File: src/rtl/sc_pkg.sv
package sc_pkg;
  localparam int REG_AW = 5;
  localparam int NREG   = 1 << REG_AW;

  localparam logic [5:0] OP_REG   = 6'h00;
  localparam logic [5:0] OP_BEQ   = 6'h04;
  localparam logic [5:0] OP_LOAD  = 6'h23;
  localparam logic [5:0] OP_STORE = 6'h2B;

  localparam logic [5:0] FN_ADD = 6'h20;
  localparam logic [5:0] FN_SUB = 6'h22;
  localparam logic [5:0] FN_AND = 6'h24;
  localparam logic [5:0] FN_OR  = 6'h25;
  localparam logic [5:0] FN_SLT = 6'h2A;

  typedef enum logic [2:0] {
    ALU_ADD, ALU_SUB, ALU_AND, ALU_OR, ALU_SLT
  } alu_fn_e;

  typedef struct packed {
    logic    reg_we;
    logic    dst_is_rd;
    logic    b_is_imm;
    logic    wb_from_mem;
    logic    mem_we;
    logic    is_branch;
    alu_fn_e alu_fn;
  } ctrl_t;
endpackage

File: src/rtl/sc_regfile.sv
module sc_regfile import sc_pkg::*; #(
  parameter int XLEN = 32
) (
  input  logic              clk,
  input  logic [REG_AW-1:0] ra_idx,
  input  logic [REG_AW-1:0] rb_idx,
  output logic [XLEN-1:0]   ra_val,
  output logic [XLEN-1:0]   rb_val,
  input  logic              wr_en,
  input  logic [REG_AW-1:0] wr_idx,
  input  logic [XLEN-1:0]   wr_val
);
  logic [XLEN-1:0] regs [NREG];

  for (genvar i = 0; i < NREG; i++) begin : g_reg
    if (i == 0) begin : g_zero
      assign regs[i] = '0;
    end else begin : g_store
      always_ff @(posedge clk) begin
        if (wr_en && (wr_idx == REG_AW'(i)))
          regs[i] <= wr_val;
      end
    end
  end

  assign ra_val = regs[ra_idx];
  assign rb_val = regs[rb_idx];
endmodule

File: src/rtl/sc_alu.sv
module sc_alu import sc_pkg::*; #(
  parameter int XLEN = 32
) (
  input  alu_fn_e         fn,
  input  logic [XLEN-1:0] a,
  input  logic [XLEN-1:0] b,
  output logic [XLEN-1:0] y,
  output logic            zero
);
  always_comb begin
    unique case (fn)
      ALU_ADD: y = a + b;
      ALU_SUB: y = a - b;
      ALU_AND: y = a & b;
      ALU_OR:  y = a | b;
      ALU_SLT: y = {{(XLEN-1){1'b0}}, ($signed(a) < $signed(b))};
      default: y = '0;
    endcase
  end
  assign zero = (y == '0);
endmodule

File: src/rtl/sc_decode.sv
module sc_decode import sc_pkg::*; (
  input  logic [5:0] opcode,
  input  logic [5:0] funct,
  output ctrl_t      ctrl
);
  alu_fn_e reg_fn;
  logic    reg_fn_ok;

  always_comb begin
    reg_fn_ok = 1'b1;
    reg_fn    = ALU_ADD;
    case (funct)
      FN_ADD:  reg_fn = ALU_ADD;
      FN_SUB:  reg_fn = ALU_SUB;
      FN_AND:  reg_fn = ALU_AND;
      FN_OR:   reg_fn = ALU_OR;
      FN_SLT:  reg_fn = ALU_SLT;
      default: reg_fn_ok = 1'b0;
    endcase
  end

  always_comb begin
    ctrl        = '0;
    ctrl.alu_fn = ALU_ADD;
    case (opcode)
      OP_REG: begin
        ctrl.reg_we    = reg_fn_ok;
        ctrl.dst_is_rd = 1'b1;
        ctrl.alu_fn    = reg_fn;
      end
      OP_LOAD: begin
        ctrl.reg_we      = 1'b1;
        ctrl.b_is_imm    = 1'b1;
        ctrl.wb_from_mem = 1'b1;
      end
      OP_STORE: begin
        ctrl.b_is_imm = 1'b1;
        ctrl.mem_we   = 1'b1;
      end
      OP_BEQ: begin
        ctrl.is_branch = 1'b1;
        ctrl.alu_fn    = ALU_SUB;
      end
      default: ;
    endcase
  end
endmodule

File: src/rtl/sc_core.sv
module sc_core import sc_pkg::*; #(
  parameter int XLEN = 32
) (
  input  logic            clk,
  input  logic            rst,
  output logic [XLEN-1:0] imem_addr,
  input  logic [31:0]     imem_data,
  output logic [XLEN-1:0] dmem_addr,
  output logic [XLEN-1:0] dmem_wdata,
  output logic            dmem_we,
  input  logic [XLEN-1:0] dmem_rdata
);
  localparam logic [XLEN-1:0] STEP = XLEN'(4);

  logic [XLEN-1:0]   pc_q, pc_seq, pc_br, pc_nxt;
  logic [5:0]        opcode, funct;
  logic [REG_AW-1:0] rs_idx, rt_idx, rd_idx, dst_idx;
  logic [XLEN-1:0]   imm_ext, rs_val, rt_val, alu_b, alu_y, wb_val;
  logic              alu_zero;
  ctrl_t             ctrl;

  assign opcode  = imem_data[31:26];
  assign rs_idx  = imem_data[25:21];
  assign rt_idx  = imem_data[20:16];
  assign rd_idx  = imem_data[15:11];
  assign funct   = imem_data[5:0];
  assign imm_ext = {{(XLEN-16){imem_data[15]}}, imem_data[15:0]};

  sc_decode u_dec (
    .opcode (opcode),
    .funct  (funct),
    .ctrl   (ctrl)
  );

  assign dst_idx = ctrl.dst_is_rd ? rd_idx : rt_idx;

  sc_regfile #(.XLEN(XLEN)) u_rf (
    .clk    (clk),
    .ra_idx (rs_idx),
    .rb_idx (rt_idx),
    .ra_val (rs_val),
    .rb_val (rt_val),
    .wr_en  (ctrl.reg_we && !rst),
    .wr_idx (dst_idx),
    .wr_val (wb_val)
  );

  assign alu_b = ctrl.b_is_imm ? imm_ext : rt_val;

  sc_alu #(.XLEN(XLEN)) u_alu (
    .fn   (ctrl.alu_fn),
    .a    (rs_val),
    .b    (alu_b),
    .y    (alu_y),
    .zero (alu_zero)
  );

  assign wb_val = ctrl.wb_from_mem ? dmem_rdata : alu_y;

  assign pc_seq = pc_q + STEP;
  assign pc_br  = pc_seq + {imm_ext[XLEN-3:0], 2'b00};
  assign pc_nxt = (ctrl.is_branch && alu_zero) ? pc_br : pc_seq;

  always_ff @(posedge clk) begin
    if (rst) pc_q <= '0;
    else     pc_q <= pc_nxt;
  end

  assign imem_addr  = pc_q;
  assign dmem_addr  = alu_y;
  assign dmem_wdata = rt_val;
  assign dmem_we    = ctrl.mem_we && !rst;
endmodule

File: config.mk
export PLATFORM = sky130hd
export DESIGN_NAME = sc_core
export DESIGN_NICKNAME = d
export VERILOG_FILES = /design/src/rtl/sc_pkg.sv /design/src/rtl/sc_regfile.sv /design/src/rtl/sc_alu.sv /design/src/rtl/sc_decode.sv /design/src/rtl/sc_core.sv
export SDC_FILE = /design/constraint.sdc
export NUM_CORES = 2
export LEC_CHECK = 0
export BUFFER_PORTS_ARGS = -buffer_cell sky130_fd_sc_hd__clkbuf_2
export CAP_MARGIN = 20
export CORE_ASPECT_RATIO = 0.5
export CORE_UTILIZATION = 30
export DETAILED_ROUTE_END_ITERATION = 12
export SKIP_LAST_GASP = 1
export SLEW_MARGIN = 40
export SYNTH_ARGS = -nofsm -noshare
export SYNTH_HDL_FRONTEND = slang
export SYNTH_HIERARCHICAL = 1
export SYNTH_SLANG_ARGS = --single-unit
export TNS_END_PERCENT = 50
File: constraint.sdc
create_clock -name clk -period 8.9 [get_ports clk]
set_input_delay 1.78 -clock clk [delete_from_list [all_inputs] [get_ports clk]]
set_output_delay 1.78 -clock clk [all_outputs]
set_load 0.01 [all_outputs]
==> results.md <==
- Status: completed
- Routability-driven placement congestion ratio: 0.912
- Final Skew: 0.0729 ns
- Final count of hold timing violations: 0
- Hold Worst Slack: 0.673 ns
- Fraction of the mapped netlist area in adder cells: 0.0329
- Post-synthesis mux area share: 0.209
- VDD IR-drop max: 199 uV
- Post-synthesis sequential element count: 1022
- Power per Cell Area: 201 nW/um^2
- Buffers plus inverters on the worst setup path: 6
- Antenna violations before repair: 4
- Post-synthesis cell type count: 93
- Vias after detailed routing: 39200
- Required time at the worst-slack endpoint: 7.12 ns
- Number of cells produced by synthesis: 3826
- Via-to-Cell Ratio: 5.74
- Number of max-capacitance violations reported: 0
- Xor/xnor share of the synthesized area: 0.00974
- CTS H-tree depth: 3
- Worst slew margin relative to its limit: 0.397
- Post-synthesis async set-or-reset flop share: 0
- Worst hold start: imem_addr[6]
- Final count of pins violating max slew: 0
- Global route total overflow: 0
- Via count of the first global-routing pass: 39100
- PnR worst setup slack: 0.101 ns
- Kind of launch point of the worst setup path: input port
- Port Buf Inserts: 160
- Die width: 612 um
- Half-perimeter wire length after detailed placement: 130000 um
- Synthesis-to-finish area growth: 18.9%
- Leakage power: 0.0231 uW
- Final cycle utilization of the critical path: 0.989
- Total net switching power: 3900 uW
- Unrepaired setup endpoints after global routing: true
- Clk_lat worst skew: 0.75 ns
- Placement-stage cell area: 62500 sq um
- Number of synthesized flops with an enable pin: 992
- Maximum count of clock buffers along a single path: 3
- Switching Share: 0.293
- Cells along the critical path: buf_4 > nand2_1 > buf_4 > o22ai_1 > a211oi_1 > o31ai_2 > mux2_2 > inv_1 > ha_1 > a21oi_1 > o31a_1 > o221ai_1 > o211ai_1 > a211oi_2 > buf_4 > a41o_1 > a31oi_1 > mux2i_1 > buf_4 > or2_2 > clkbuf_2
- TritonCTS clock tree: built
- Aggregate global-route resource usage: 0.200
- CTS sink count: 1022
- Pint: 9420 uW
- Top post-synthesis cells by area: sky130_fd_sc_hd__edfxtp_1, sky130_fd_sc_hd__mux4_2, sky130_fd_sc_hd__ha_1
- Main combinational cell family by area after synthesis: multiplexers
- Violation count after the first detailed-routing iteration: 5307
- Initial cell density of the core: 0.303
- Comb pwr share: 0.221
- Pin count of the biggest net entering global routing: 65
- Core area: 184000 sq um
- Power after layout: 13300 uW
- Floorplan die area: 188000 sq um
- Post-route standard cell area excluding fillers: 66300 sq um
- Endpoint class of the critical path: primary output
- Worst slew pin tran: 0.898 ns
- Number of endpoints failing setup at the final stage: 0
- Share of cells above drive strength 1: 0.317
- CTS clk-pin slew, worst paths: 0.06 ns
- Arrival @ worst endpoint: 7.02 ns
- Critical register-to-register path startpoint: u_rf/regs[960]
- Fin nets: 4470
- Worst min path class: reg2reg
- Achievable frequency: 114 MHz
- Post-synth top flop: sky130_fd_sc_hd__edfxtp_1
- Post-route DRC: 0
- Post-Route WL: 194000 um
- Length of the first detailed-routing pass in iterations: 5
- Worst setup path start: imem_data[17]
- Cell repeated most along the worst path: sky130_fd_sc_hd__buf_4
- Die Y: 307 um
- Seq pwr share: 0.440
- Peak fanout along the critical path: 19
- Cell Rows: 111
- Critical Setup Path Class: in2out
- First-pass GRT wire length: 277000 um
- Fraction of the yosys area taken by sequential cells: 0.545
- Simple-gate share of the synthesized area: 0.0579
- Routed length per instance: 28.3 um
- Warnings from Yosys: 6
- Total clock buffers created by CTS: 102
- Largest delay share family, worst path: compound AO/OA/AOI/OAI gates
- Residual antenna-violating net count after detailed routing: 0
- Slowest cell delay on critical path: 0.48 ns
- Post-placement setup slack: -0.487 ns
- IO Count: 163
- Final critical path time including I/O delays and setup: 8.80 ns
- Dominant cell by count in the synthesized netlist: sky130_fd_sc_hd__edfxtp_1
- Share of the synthesized area in compound gates (AO/OA/AOI/OAI): 0.112
- Cell type with the highest aggregate area in the netlist: sky130_fd_sc_hd__edfxtp_1
- Post-synth top area share: 0.534
- Mean Syn Cell Area: 14.6 sq um
- Clock network power share: 0.339
- Max stage delay cell, worst path: sky130_fd_sc_hd__a211oi_1
- Synthesized area: 55700 sq um
- Synth top cells by count: sky130_fd_sc_hd__edfxtp_1, sky130_fd_sc_hd__mux4_2, sky130_fd_sc_hd__a22o_1, sky130_fd_sc_hd__mux2i_1, sky130_fd_sc_hd__nand2_1
- Master cell of the clock root buffer: sky130_fd_sc_hd__clkbuf_16
## final timing paths
kind                    to  slack [ns]  cells past startpoint
min           imem_addr[6]        0.67                      3
min reg2reg   imem_addr[6]        0.67                      3
max          dmem_addr[25]        0.10                     21
max reg2reg  imem_addr[31]        1.47                     28
## cell usage in the layout (no fill, tap or decap), types with 19 or more instances in the layout
cell	instances
sky130_fd_sc_hd__edfxtp_1	992
sky130_fd_sc_hd__buf_4	409
sky130_fd_sc_hd__mux4_2	384
sky130_fd_sc_hd__a22o_1	198
sky130_fd_sc_hd__mux2i_1	171
sky130_fd_sc_hd__nand2_1	165
sky130_fd_sc_hd__clkbuf_2	150
sky130_fd_sc_hd__ha_1	141
sky130_fd_sc_hd__nor2_1	125
sky130_fd_sc_hd__inv_1	120
sky130_fd_sc_hd__mux2_2	117
sky130_fd_sc_hd__a21oi_1	110
sky130_fd_sc_hd__clkbuf_16	105
sky130_fd_sc_hd__a211oi_1	92
sky130_fd_sc_hd__o21ai_0	78
sky130_fd_sc_hd__o22ai_1	75
sky130_fd_sc_hd__o21ai_1	64
sky130_fd_sc_hd__o31ai_1	55
sky130_fd_sc_hd__and3_1	48
sky130_fd_sc_hd__nand3_1	47
sky130_fd_sc_hd__and2_1	43
sky130_fd_sc_hd__xnor2_1	42
sky130_fd_sc_hd__buf_12	37
sky130_fd_sc_hd__nor3_1	36
sky130_fd_sc_hd__nor2_4	34
sky130_fd_sc_hd__dfxtp_1	30
sky130_fd_sc_hd__a21o_1	29
sky130_fd_sc_hd__nand4_1	26
sky130_fd_sc_hd__o211ai_1	25
sky130_fd_sc_hd__xor2_1	20
sky130_fd_sc_hd__clkbuf_1	19
sky130_fd_sc_hd__o31ai_2	19
## layout make-up
| cell class | count | area (sq um) |
|---|---|---|
| Timing Repair Buffer | 614 | 4870 |
| Fill cell | 17400 | 118000 |
| Multi-Input combinational cell | 2396 | 24000 |
| Tap cell | 2486 | 3110 |
| Sequential cell | 1022 | 30400 |
| Clock buffer | 122 | 2650 |
| Antenna cell | 2 | 5.00 |
| Clock inverter | 63 | 813 |
| Inverter | 123 | 462 |
## worst register-to-register path, delay by kind of cell (launching register included)
| kind | cells | cell delay (ns) |
|---|---|---|
| flops | 1 | 0.39 |
| simple gates | 8 | 1.89 |
| buf+inv | 5 | 0.84 |
| fa+ha+maj | 2 | 0.66 |
| compound gates | 10 | 2.55 |
| mux | 3 | 0.93 |
## per-layer routing
| layer | GRT usage | part of all wire | vias up |
|---|---|---|---|
| li1 | - | - | 16400 |
| met1 | 0.264 | 0.40 | 20200 |
| met2 | 0.327 | 0.47 | 2180 |
| met3 | 0.0433 | 0.10 | 334 |
| met4 | 0.0672 | 0.032 | 2 |
| met5 | 0 | 0.000036 | - |
## flip-flops by register name, summed over array words and instances (netlist names)
signal / count
imem_addr: 30
u_rf/regs: 992
## metrics by stage
stage               TNS, ns  std cells  utilization
CTS                       0       6810        0.359
floorplan                 0       3827            -
finish                    0       6828        0.361
global route        -0.0384       6827        0.361
detailed placement    -8.88       6625        0.340
global placement      -9.75       6621        0.339
## power groups by stage
stage / clock (uW) / sequential [uW] / combinational [uW]
detailed placement: 0 / 5970 / 2850
CTS: 4560 / 5860 / 2860
floorplan: 0 / 5950 / 1480
finish: 4520 / 5860 / 2940
global route: 4720 / 5860 / 3100
global placement: 0 / 5960 / 2790
## kinds of logic (layout without fill, tap and decap cells)
group           after synthesis  in the layout
flops                      1022           1022
compound gates              876            876
mux                         672            672
simple gates                639            639
buf+inv                     409            922
fa+ha+maj                   145            145
xor+xnor                     62             62
other cells                   1              4
## timing repair
item,4_1_cts,5_1_grt
hold buffers,0,0
setup buffers,0,14
gates resized for setup,7,33
cloned,0,2
endpoints found under the hold margin,0,0
pin swaps,0,5
setup endpoints to repair,7,11
No activity file was read; power rests on OpenSTA's default activity.
